<file path="src/rtl/irq_msi_pkg.sv">
package irq_msi_pkg;
  typedef struct packed {
    logic [15:0] dest;
    logic        mask;
    logic        level;
    logic        dmode;
    logic [2:0]  dlv;
    logic [7:0]  vec;
  } rte_t;

  localparam int RTE_W = $bits(rte_t);

  function automatic logic [31:0] msi_addr(rte_t e, logic [31:0] base);
    return base | ({16'd0, e.dest} << 12) | ({31'd0, e.dmode} << 2);
  endfunction

  function automatic logic [31:0] msi_data(rte_t e);
    return {24'd0, e.vec} | ({29'd0, e.dlv} << 8) | ({31'd0, e.level} << 15);
  endfunction
endpackage

</file>
<file path="src/rtl/irq_remap.sv">
module irq_remap #(
  parameter int NUM_PINS = 24,
  parameter int LINE_W   = 8
) (
  input  logic                ev_valid_i,
  input  logic [LINE_W-1:0]   ev_line_i,
  input  logic                ev_level_i,
  input  logic [NUM_PINS-1:0] lvl_i,
  input  logic [NUM_PINS-1:0] mask_i,
  output logic [NUM_PINS-1:0] set_o,
  output logic [NUM_PINS-1:0] clr_o
);
  localparam logic [LINE_W-1:0] ALIAS_PIN = LINE_W'(2);

  logic [LINE_W-1:0] pin_sel;
  assign pin_sel = (ev_line_i == '0) ? ALIAS_PIN : ev_line_i;

  for (genvar p = 0; p < NUM_PINS; p++) begin : g_pin
    logic hit;
    assign hit      = ev_valid_i && (pin_sel == LINE_W'(p));
    // level pins latch regardless of mask; edge pins only when unmasked
    assign set_o[p] = hit && ev_level_i && (lvl_i[p] || !mask_i[p]);
    assign clr_o[p] = hit && !ev_level_i && lvl_i[p];
  end
endmodule

</file>
<file path="src/rtl/irq_state.sv">
module irq_state #(
  parameter int NUM_PINS = 24
) (
  input  logic                clk_i,
  input  logic                rst_ni,
  input  logic [NUM_PINS-1:0] set_i,
  input  logic [NUM_PINS-1:0] clr_i,
  input  logic [NUM_PINS-1:0] sel_i,
  input  logic [NUM_PINS-1:0] lvl_i,
  input  logic [NUM_PINS-1:0] eoi_i,
  output logic [NUM_PINS-1:0] pend_o,
  output logic [NUM_PINS-1:0] rirr_o
);
  logic [NUM_PINS-1:0] pend_q, rirr_q, pend_d, rirr_d;

  always_comb begin
    pend_d = ((pend_q & ~(sel_i & ~lvl_i)) & ~clr_i) | set_i;
    rirr_d = ((rirr_q & ~eoi_i) | (sel_i & lvl_i)) & lvl_i;
  end

  always_ff @(posedge clk_i or negedge rst_ni) begin
    if (!rst_ni) begin
      pend_q <= '0;
      rirr_q <= '0;
    end else begin
      pend_q <= pend_d;
      rirr_q <= rirr_d;
    end
  end

  assign pend_o = pend_q;
  assign rirr_o = rirr_q;
endmodule

</file>
<file path="src/rtl/irq_pick.sv">
module irq_pick #(
  parameter int NUM_PINS = 24,
  localparam int IDX_W = $clog2(NUM_PINS)
) (
  input  logic [NUM_PINS-1:0] elig_i,
  output logic                any_o,
  output logic [IDX_W-1:0]    idx_o
);
  always_comb begin
    idx_o = '0;
    for (int p = NUM_PINS - 1; p >= 0; p--) begin
      if (elig_i[p]) idx_o = IDX_W'(p);
    end
  end
  assign any_o = |elig_i;
endmodule

</file>
<file path="src/rtl/irq_msi_dispatch.sv">
module irq_msi_dispatch
  import irq_msi_pkg::*;
#(
  parameter int          NUM_PINS = 24,
  parameter int          LINE_W   = 8,
  parameter logic [31:0] MSI_BASE = 32'hFEE0_0000,
  localparam int IDX_W = $clog2(NUM_PINS)
) (
  input  logic                      clk_i,
  input  logic                      rst_ni,
  input  logic                      ev_valid_i,
  input  logic [LINE_W-1:0]         ev_line_i,
  input  logic                      ev_level_i,
  input  logic [NUM_PINS*RTE_W-1:0] tbl_i,
  input  logic [NUM_PINS-1:0]       eoi_clr_i,
  output logic                      msg_valid_o,
  input  logic                      msg_ready_i,
  output logic [31:0]               msg_addr_o,
  output logic [31:0]               msg_data_o,
  output logic [NUM_PINS-1:0]       rirr_o
);
  rte_t                rte [NUM_PINS];
  logic [NUM_PINS-1:0] lvl_vec, mask_vec, set_vec, clr_vec, sel_vec;
  logic [NUM_PINS-1:0] pend, rirr, elig;
  logic                any, fire, vld_q;
  logic [IDX_W-1:0]    idx;
  logic [31:0]         addr_q, data_q;

  for (genvar p = 0; p < NUM_PINS; p++) begin : g_unpack
    assign rte[p]      = rte_t'(tbl_i[p*RTE_W +: RTE_W]);
    assign lvl_vec[p]  = rte[p].level;
    assign mask_vec[p] = rte[p].mask;
    assign sel_vec[p]  = fire && (idx == IDX_W'(p));
  end

  irq_remap #(.NUM_PINS(NUM_PINS), .LINE_W(LINE_W)) u_remap (
    .ev_valid_i(ev_valid_i), .ev_line_i(ev_line_i), .ev_level_i(ev_level_i),
    .lvl_i(lvl_vec), .mask_i(mask_vec), .set_o(set_vec), .clr_o(clr_vec)
  );

  irq_state #(.NUM_PINS(NUM_PINS)) u_state (
    .clk_i(clk_i), .rst_ni(rst_ni), .set_i(set_vec), .clr_i(clr_vec),
    .sel_i(sel_vec), .lvl_i(lvl_vec), .eoi_i(eoi_clr_i),
    .pend_o(pend), .rirr_o(rirr)
  );

  assign elig = pend & ~mask_vec & ~(lvl_vec & rirr);

  irq_pick #(.NUM_PINS(NUM_PINS)) u_pick (
    .elig_i(elig), .any_o(any), .idx_o(idx)
  );

  assign fire = any && (!vld_q || msg_ready_i);

  always_ff @(posedge clk_i or negedge rst_ni) begin
    if (!rst_ni) begin
      vld_q  <= 1'b0;
      addr_q <= '0;
      data_q <= '0;
    end else if (!vld_q || msg_ready_i) begin
      vld_q <= any;
      if (any) begin
        addr_q <= msi_addr(rte[idx], MSI_BASE);
        data_q <= msi_data(rte[idx]);
      end
    end
  end

  assign msg_valid_o = vld_q;
  assign msg_addr_o  = addr_q;
  assign msg_data_o  = data_q;
  assign rirr_o      = rirr;
endmodule

</file>
<file path="config.mk">
export PLATFORM = sky130hd
export DESIGN_NAME = irq_msi_dispatch
export DESIGN_NICKNAME = d
export VERILOG_FILES = /design/src/rtl/irq_msi_pkg.sv /design/src/rtl/irq_remap.sv /design/src/rtl/irq_state.sv /design/src/rtl/irq_pick.sv /design/src/rtl/irq_msi_dispatch.sv
export SDC_FILE = /design/constraint.sdc
export NUM_CORES = 1
export LEC_CHECK = 0
export BUFFER_PORTS_ARGS = -buffer_cell sky130_fd_sc_hd__buf_2
export CORE_AREA = 2 2 325 327
export DETAILED_ROUTE_END_ITERATION = 7
export DIE_AREA = 0 0 327 329
export SYNTH_ARGS = -nofsm -noshare
export SYNTH_HDL_FRONTEND = slang
export SYNTH_HIERARCHICAL = 1
export SYNTH_SLANG_ARGS = --single-unit
</file>
<file path="constraint.sdc">
create_clock -name clk_i -period 3.3 [get_ports clk_i]
set_input_delay 0 -clock clk_i [delete_from_list [all_inputs] [get_ports clk_i]]
set_output_delay 0 -clock clk_i [all_outputs]
set_load 0.005 [all_outputs]
</file>
Word level (Yosys, flattened, before mapping)

Index checks and enable logic that the tools add are counted.

Multipliers: 0
Divide/modulo/power cells: 0
$add $sub $neg: 0
Reductions and logical operators: 201
Bitwise gates (word level): 21
Mux-type cells: 28
$lt $le $gt $ge: 1
Eq/ne operators: 46
Shifts and indexed selects: 0

Operators by type and width:

| operator             | number |
|---|---|
| $and A24 B24 Y24     | 9 |
| $bmux W30 S5         | 1 |
| $logic_and A1 B1 Y1  | 145 |
| $not A24 Y24         | 6 |
| $mux W5              | 24 |
| $eq A8 B4 Y1 const B | 8 |
| $eq A8 B5 Y1 const B | 8 |
| $mux W27             | 2 |
| $or A24 B24 Y24      | 2 |
| $eq A5 B4 Y1 const B | 8 |
| $eq A5 B5 Y1 const B | 8 |
| $eq A8 B3 Y1 const B | 4 |
| $or A32 B3 Y32       | 1 |
| $logic_not A1 Y1     | 26 |
| $logic_or A1 B1 Y1   | 25 |
| $reduce_or A24 Y1    | 1 |
| $eq A5 B3 Y1 const B | 4 |
| $eq A8 B2 Y1 const B | 2 |
| $logic_not A8 Y1     | 2 |
| $or A11 B16 Y16      | 1 |
| $or A8 B11 Y11       | 1 |
| $eq A5 B2 Y1 const B | 2 |
| $eq A8 B1 Y1 const B | 1 |
| $mux W8              | 1 |
| 5 further kinds      | 5 |

Memories kept: 0
Word-level logic and storage cells: 302
Input port bits: 757
Memory bits (writable): 0
Register bits: 113
Latch bits: 0
Memory bits (read-only): 0

Longest topological paths before layout

Word-level depth: 34
Mapped depth: 15
Mapped depth without buffers: 11

By module

Netlist, hierarchy kept.

Modules (own cells, without submodules):

| module           | instances | cells each | area an instance (um^2) |
|---|---|---|---|
| irq_msi_dispatch | 1         | 521        | 6204.7 |
| irq_state        | 1         | 168        | 1981.9 |
| irq_remap        | 1         | 115        | 706.9 |
| irq_pick         | 1         | 48         | 309.0 |

Least setup slack after synthesis

No wires, ideal clock.

Path type: register to register
Start point: reg u_state.rirr_q[21], in the netlist u_state/rirr_o[21]
End point: reg u_state.pend_q[3], in the netlist u_state/pend_o[3]
Path buffers: 4
Path slack: 0.224 ns
Required time: 3.180 ns
Cell stages (with the launch flop): 15
Period minus slack after synthesis: 3.076 ns
Arrival: 2.956 ns
Path through: dfrtp_1 > a211oi_1 > nor2_1 > a221oi_1 > o211ai_1 > o211ai_1 > buf_2 > buf_6 > buf_6 > buf_6 > nand2_1 > or3_1 > nor3_1 > nand2b_1 > a31o_1

Longest elaborated chain between the ends: 32
Elaborated cells on any way between the ends: 34
Classes of those cells: eq/ne (1); mux (22); bitwise (8); reduce/logical (3)

RTL lines:

| element                        | RTL line               | source |
|---|---|---|
| from (decl)                    | irq_state.sv:14        | `logic [NUM_PINS-1:0] pend_q, rirr_q, pend_d, rirr_d;` |
| from (signal assigned)         | irq_state.sv:27        | `rirr_q <= rirr_d;` |
| $and A24 B24 Y24               | irq_msi_dispatch.sv:47 | `assign elig = pend & ~mask_vec & ~(lvl_vec & rirr);` |
| $not A24 Y24                   | irq_msi_dispatch.sv:47 |  |
| $and A24 B24 Y24               | irq_msi_dispatch.sv:47 |  |
| named net elig[21]             | irq_msi_dispatch.sv:24 | `logic [NUM_PINS-1:0] pend, rirr, elig;` |
| $mux W5 (22 in series)         | irq_pick.sv:12         | `if (elig_i[p]) idx_o = IDX_W'(p);` |
| named net idx[0]               | irq_msi_dispatch.sv:26 | `logic [IDX_W-1:0] idx;` |
| $eq A5 B2 Y1                   | irq_msi_dispatch.sv:33 | `assign sel_vec[p] = fire && (idx == IDX_W'(p));` |
| $logic_and A1 B1 Y1            | irq_msi_dispatch.sv:33 |  |
| named net sel_vec[3]           | irq_msi_dispatch.sv:23 | `logic [NUM_PINS-1:0] lvl_vec, mask_vec, set_vec, clr_vec, sel_vec;` |
| $and A24 B24 Y24               | irq_state.sv:17        | `pend_d = ((pend_q & ~(sel_i & ~lvl_i)) & ~clr_i) \| set_i;` |
| $not A24 Y24                   | irq_state.sv:17        |  |
| $and A24 B24 Y24 (2 in series) | irq_state.sv:17        |  |
| $or A24 B24 Y24                | irq_state.sv:17        |  |
| named net u_state.pend_d[3]    | irq_state.sv:14        |  |
| to (signal assigned)           | irq_state.sv:26        | `pend_q <= pend_d;` |
| to (decl)                      | irq_state.sv:14        |  |

The timed path passes the listed nets, and every way through them passes these cells.
A chain may end at the register's enable or synchronous reset.

Worst setup path after layout

Start point: reg u_state.rirr_q[19], in the netlist u_state/rirr_o[19]
End point: reg data_q[10], in the netlist msg_data_o[10]

Longest elaborated chain between the ends: 29
Elaborated cells on any way between the ends: 31
Classes of those cells: mux (23); bitwise (6); reduce/logical (2)

RTL lines:

| element                                      | RTL line               | source |
|---|---|---|
| $and A24 B24 Y24                             | irq_msi_dispatch.sv:47 |  |
| $not A24 Y24                                 | irq_msi_dispatch.sv:47 |  |
| $and A24 B24 Y24                             | irq_msi_dispatch.sv:47 |  |
| named net elig[19]                           | irq_msi_dispatch.sv:24 |  |
| $mux W5 (20 in series)                       | irq_pick.sv:12         |  |
| named net idx[0]                             | irq_msi_dispatch.sv:26 |  |
| $not A5 Y6 (implied by the code)             | irq_msi_dispatch.sv:64 | `data_q <= msi_data(rte[idx]);` |
| $bmux W30 S5                                 | irq_msi_dispatch.sv:64 |  |
| $mux W27 (implied by the code) (2 in series) | irq_msi_dispatch.sv:64 |  |
| $or A8 B11 Y11                               | irq_msi_pkg.sv:18      | `return {24'd0, e.vec} \| ({29'd0, e.dlv} << 8) \| ({31'd0, e.level} << 15);` |
| $or A11 B16 Y16                              | irq_msi_pkg.sv:18      |  |
| to (signal assigned)                         | irq_msi_dispatch.sv:64 |  |
| to (decl)                                    | irq_msi_dispatch.sv:27 | `logic [31:0] addr_q, data_q;` |

The timed path passes the listed nets, and every way through them passes these cells. The select of a mux whose other input is x is not followed.

==> qor.log <==
[sta] max-slew violation count 0
[critical_path] CP max stage delay 0.49 ns
[placed_design] instance area at placement 15100 um2
[synth] number of flops mapped to enable cells by yosys 0
[critical_path] kind of critical path reg2reg
[global_routing] antenna violations before repair 31
[routing] total detailed-routing wirelength 70200 um
[floorplan] die width 327 um
[clock_network] H-Tree Level Count 3
[routing] DRT Pass-1 Iters 5
[finish] P&R area growth vs syn 81.4%
[critical_path] endpoint of the most critical setup path msg_data_o[10]$_DFFE_PN0P_
[critical_path] Crit path top cell by count o211ai_1
[finish] most frequent standard cell in the layout excluding fill and tap cells buf_2
[sta] remaining max-slew budget at the tightest pin 27.9%
[finish] most used cells in the layout excluding fill and tap cells buf_2, buf_4, mux4_2, inv_1, dfrtp_1
[routing] via density per instance 3.67
[power] Pwr per Cell Area 368 nW/um2
[clock_network] TritonCTS clock tree done
[global_routing] grt total ovfl 0
[global_routing] largest net degree at the start of global routing 51
[critical_path] endpoint class of the critical path register
[sta] Worst Clk Skew 0.0151 ns
[power] static power due to leakage 7.17 nW
[floorplan] starting density of the core 8.82%
[routing] post-detailed-route wirelength per cell 22.6 um
[placed_design] Buffers on Ports 670
[sta] unrepaired setup endpoints after global routing true
[routing] drt drc 0
[sta] Worst Hold Margin 0.0509 ns
[finish] filler cell count 11.8k
[synth] Cell variety after synth 54
[power] IR Drop Worst-Case VDD 0.270 mV
[status] result of the run complete, but fails checks
[finish] post-route standard cell area excluding fillers 16700 um2
[critical_path] list of cells traversed by the critical path a211oi_4, buf_12, inv_4, a221oi_2, o211ai_1, o211ai_1, buf_4, clkbuf_16, buf_12, buf_4, mux4_2, nand4_1, o221a_2, o211ai_1
[sta] Setup violations, final 5
[critical_path] crit path launch type register
[clock_network] later-pin clock latency in the skew report 0.41 ns
[synth] main flop type after synthesis dfrtp_1
[synth] count of yosys warnings during synthesis 6
[clock_network] clock root buffer clkbuf_16
[global_routing] wire length of the first global-routing pass 89500 um
[critical_path] critical path startpoint u_state/rirr_o[19]$_DFF_PN0_
[routing] overall via count from detail_route 11.4k
[floorplan] core region area 104000 um2
[synth] total of flip-flops plus latches after synthesis 73
[sta] highest clock rate 298 MHz
[routing] ANT nets after route 0
[finish] NumNets Final 2451
[sta] final clock period utilization by the worst path 102%
[critical_path] depth of the worst register-to-register path 14
[floorplan] die outline height 329 um
[status] violated checks negative setup slack
[routing] number of DRC markers after the initial detailed-route iteration 872
[min_path] Worst Hold Depth 3
[floorplan] DIE AREA 108000 um2
[global_routing] Total Routing Usage GR 12.2%
[power] Overall Power 6.14 mW
[critical_path] endpoint of the worst-slack reg-to-reg timing path msg_data_o[10]$_DFFE_PN0P_
[synth] Avg Cell Area, Syn 10.8 um2
[placed_design] dpl ws -0.321 ns
[clock_network] number of clock buffers inserted by TritonCTS 9
[critical_path] flop2flop setup slack -0.05 ns
[global_routing] via count of the first global-routing pass 11.2k
[sta] slew at the pin with the worst max-slew slack 1.08 ns
[critical_path] startpoint of the worst register-to-register path u_state/rirr_o[19]$_DFF_PN0_
[flow_run] max-cap check violation count 0
[critical_path] Max FO, Critical Path 8
[synth] Async SR Flop Fraction 100%
[sta] final critical-path setup slack -0.0540 ns
[synth] netlist area before placement 9200 um2
[min_path] worst min path class in2reg
[sta] time the final worst path needs with I/O delays and setup 3.35 ns
[floorplan] number of ports placed on the die boundary 846
[clock_network] clock-pin transition on the worst setup and hold timing paths 0.07 ns
[critical_path] critical path arrival 3.63 ns
[synth] post-synthesis sequential area ratio 19.9%
[synth] number of standard cells after synthesis 852
[sta] final-report hold violation count 0
[clock_network] sink count of the clock tree 73
[placed_design] Post-DP HPWL 59200 um
[placed_design] gpl congestion 0.930
[floorplan] # rows 119
[sta] setup total negative slack -0.158 ns
[finish] layout cells sized above 1 64.3%
[critical_path] Worst path slowest cell mux4_2
[clock_network] clock buffer depth 2
[critical_path] Critical Path RT 3.58 ns
==> layout make-up <==
| cell class | instances | area, um2 | area share, % |
|---|---|---|---|
| Antenna cell | 13 | 32.5 | 0.195 |
| Multi-Input combinational cell | 595 | 6610 | 39.6 |
| Clock buffer | 9 | 225 | 1.35 |
| Inverter | 106 | 400 | 2.40 |
| Tap cell | 1391 | 1740 | 10.4 |
| Timing Repair Buffer | 909 | 5730 | 34.3 |
| Sequential cell | 73 | 1830 | 10.9 |
| Clock inverter | 7 | 124 | 0.742 |
==> sequential cells by signal, indices dropped and copies added (netlist names) <==
| register | count |
|---|---|
| msg_valid_o | 1 |
| u_state/pend_o | 24 |
| msg_data_o | 12 |
| u_state/rirr_o | 24 |
| msg_addr_o | 12 |
==> worst max-delay path, delay by kind of cell, from the launching register on <==
kind / cells / cell delay, ns
AO/OA/AOI/OAI: 6 / 1.24
buffers and inverters: 6 / 0.85
flip-flops: 1 / 0.42
multiplexers: 1 / 0.49
AND/OR/NAND/NOR: 1 / 0.20
==> worst min path at each step <==
stage | end | start
3_5_place_dp | msg_addr_o[30]$_DFFE_PN0P_ | rst_ni
6_report | u_state/rirr_o[10]$_DFF_PN0_ | tbl_i[312]
2_1_floorplan | msg_addr_o[12]$_DFFE_PN0P_ | rst_ni
3_3_place_gp | msg_addr_o[30]$_DFFE_PN0P_ | rst_ni
5_1_grt | u_state/rirr_o[14]$_DFF_PN0_ | tbl_i[432]
4_1_cts | msg_addr_o[15]$_DFFE_PN0P_ | tbl_i[497]
==> per-layer routing <==
| layer | vias up | global-route usage (%) | routed length (um) |
|---|---|---|---|
| li1 | 4960 | - | - |
| met4 | 26 | 3.36 | 1540 |
| met1 | 5648 | 15.9 | 29600 |
| met3 | 87 | 5.22 | 7870 |
| met5 | - | 0 | 175 |
| met2 | 665 | 18.3 | 31000 |
==> timing repair <==
action / 4_1_cts / 5_1_grt
hold endpoints to repair: 92 / 0
hold buffers: 53 / 0
cloned: 3 / 2
resized for setup: 33 / 51
buffers inserted: 13 / 13
pin swaps: 6 / 23
endpoints found under the setup margin: 33 / 41
==> Yosys cell counts, drive strengths merged, types with 2 or more instances <==
master   count  area share (%)
a21oi        3            0.16
o311ai       2            0.19
and4         4            0.38
dfrtp       73              20
nand3        4            0.22
nor4        11            0.91
nor2        37             1.5
nor3b        2            0.16
o21ai        4            0.26
nor4b        6            0.71
and3b        2            0.19
nor2b       44             3.0
o211ai      25             3.2
mux2i       23             2.5
clkbuf      22            0.90
nand2b      34             2.4
a2111oi      8             1.0
o21bai       3            0.24
inv        106             4.3
nand2       21            0.94
o21a        24             2.0
a211oi      24             2.0
or4          3            0.37
or3          5            0.34
nor3        27             1.5
nand4       25             1.7
o221a       23             2.8
or4b         4            0.56
a22oi       23             1.9
conb         2           0.082
and4b        2            0.22
mux4       138              34
and3         2            0.14
buf         87             7.0
a31o        24             2.3
==> cells by family (layout without fill, tap and decap cells) <==
group                  count (synthesis)  in the layout  share of synthesized area [%]
AND/OR/NAND/NOR                      234            234                           15.3
other                                  2             46                         0.0816
flip-flops                            73             73                           19.9
multiplexers                         161            161                           36.3
buffers and inverters                215           1031                           12.2
AO/OA/AOI/OAI                        167            167                           16.3
==> where the power goes <==
| group | total [mW] | switching [mW] | internal (mW) |
|---|---|---|---|
| Sequential | 1.17 | 0.116 | 1.05 |
| Clock | 1.29 | 0.539 | 0.746 |
| Combinational | 3.69 | 1.82 | 1.87 |
| Total | 6.14 | 2.47 | 3.67 |
==> metrics by stage <==
step	utilization (%)	cells
global route	16.0	3093
global placement	14.5	2994
CTS	15.7	3078
finish	16.0	3103
floorplan	-	883
detailed placement	14.5	2994
Power figures use the tool's default switching activity.
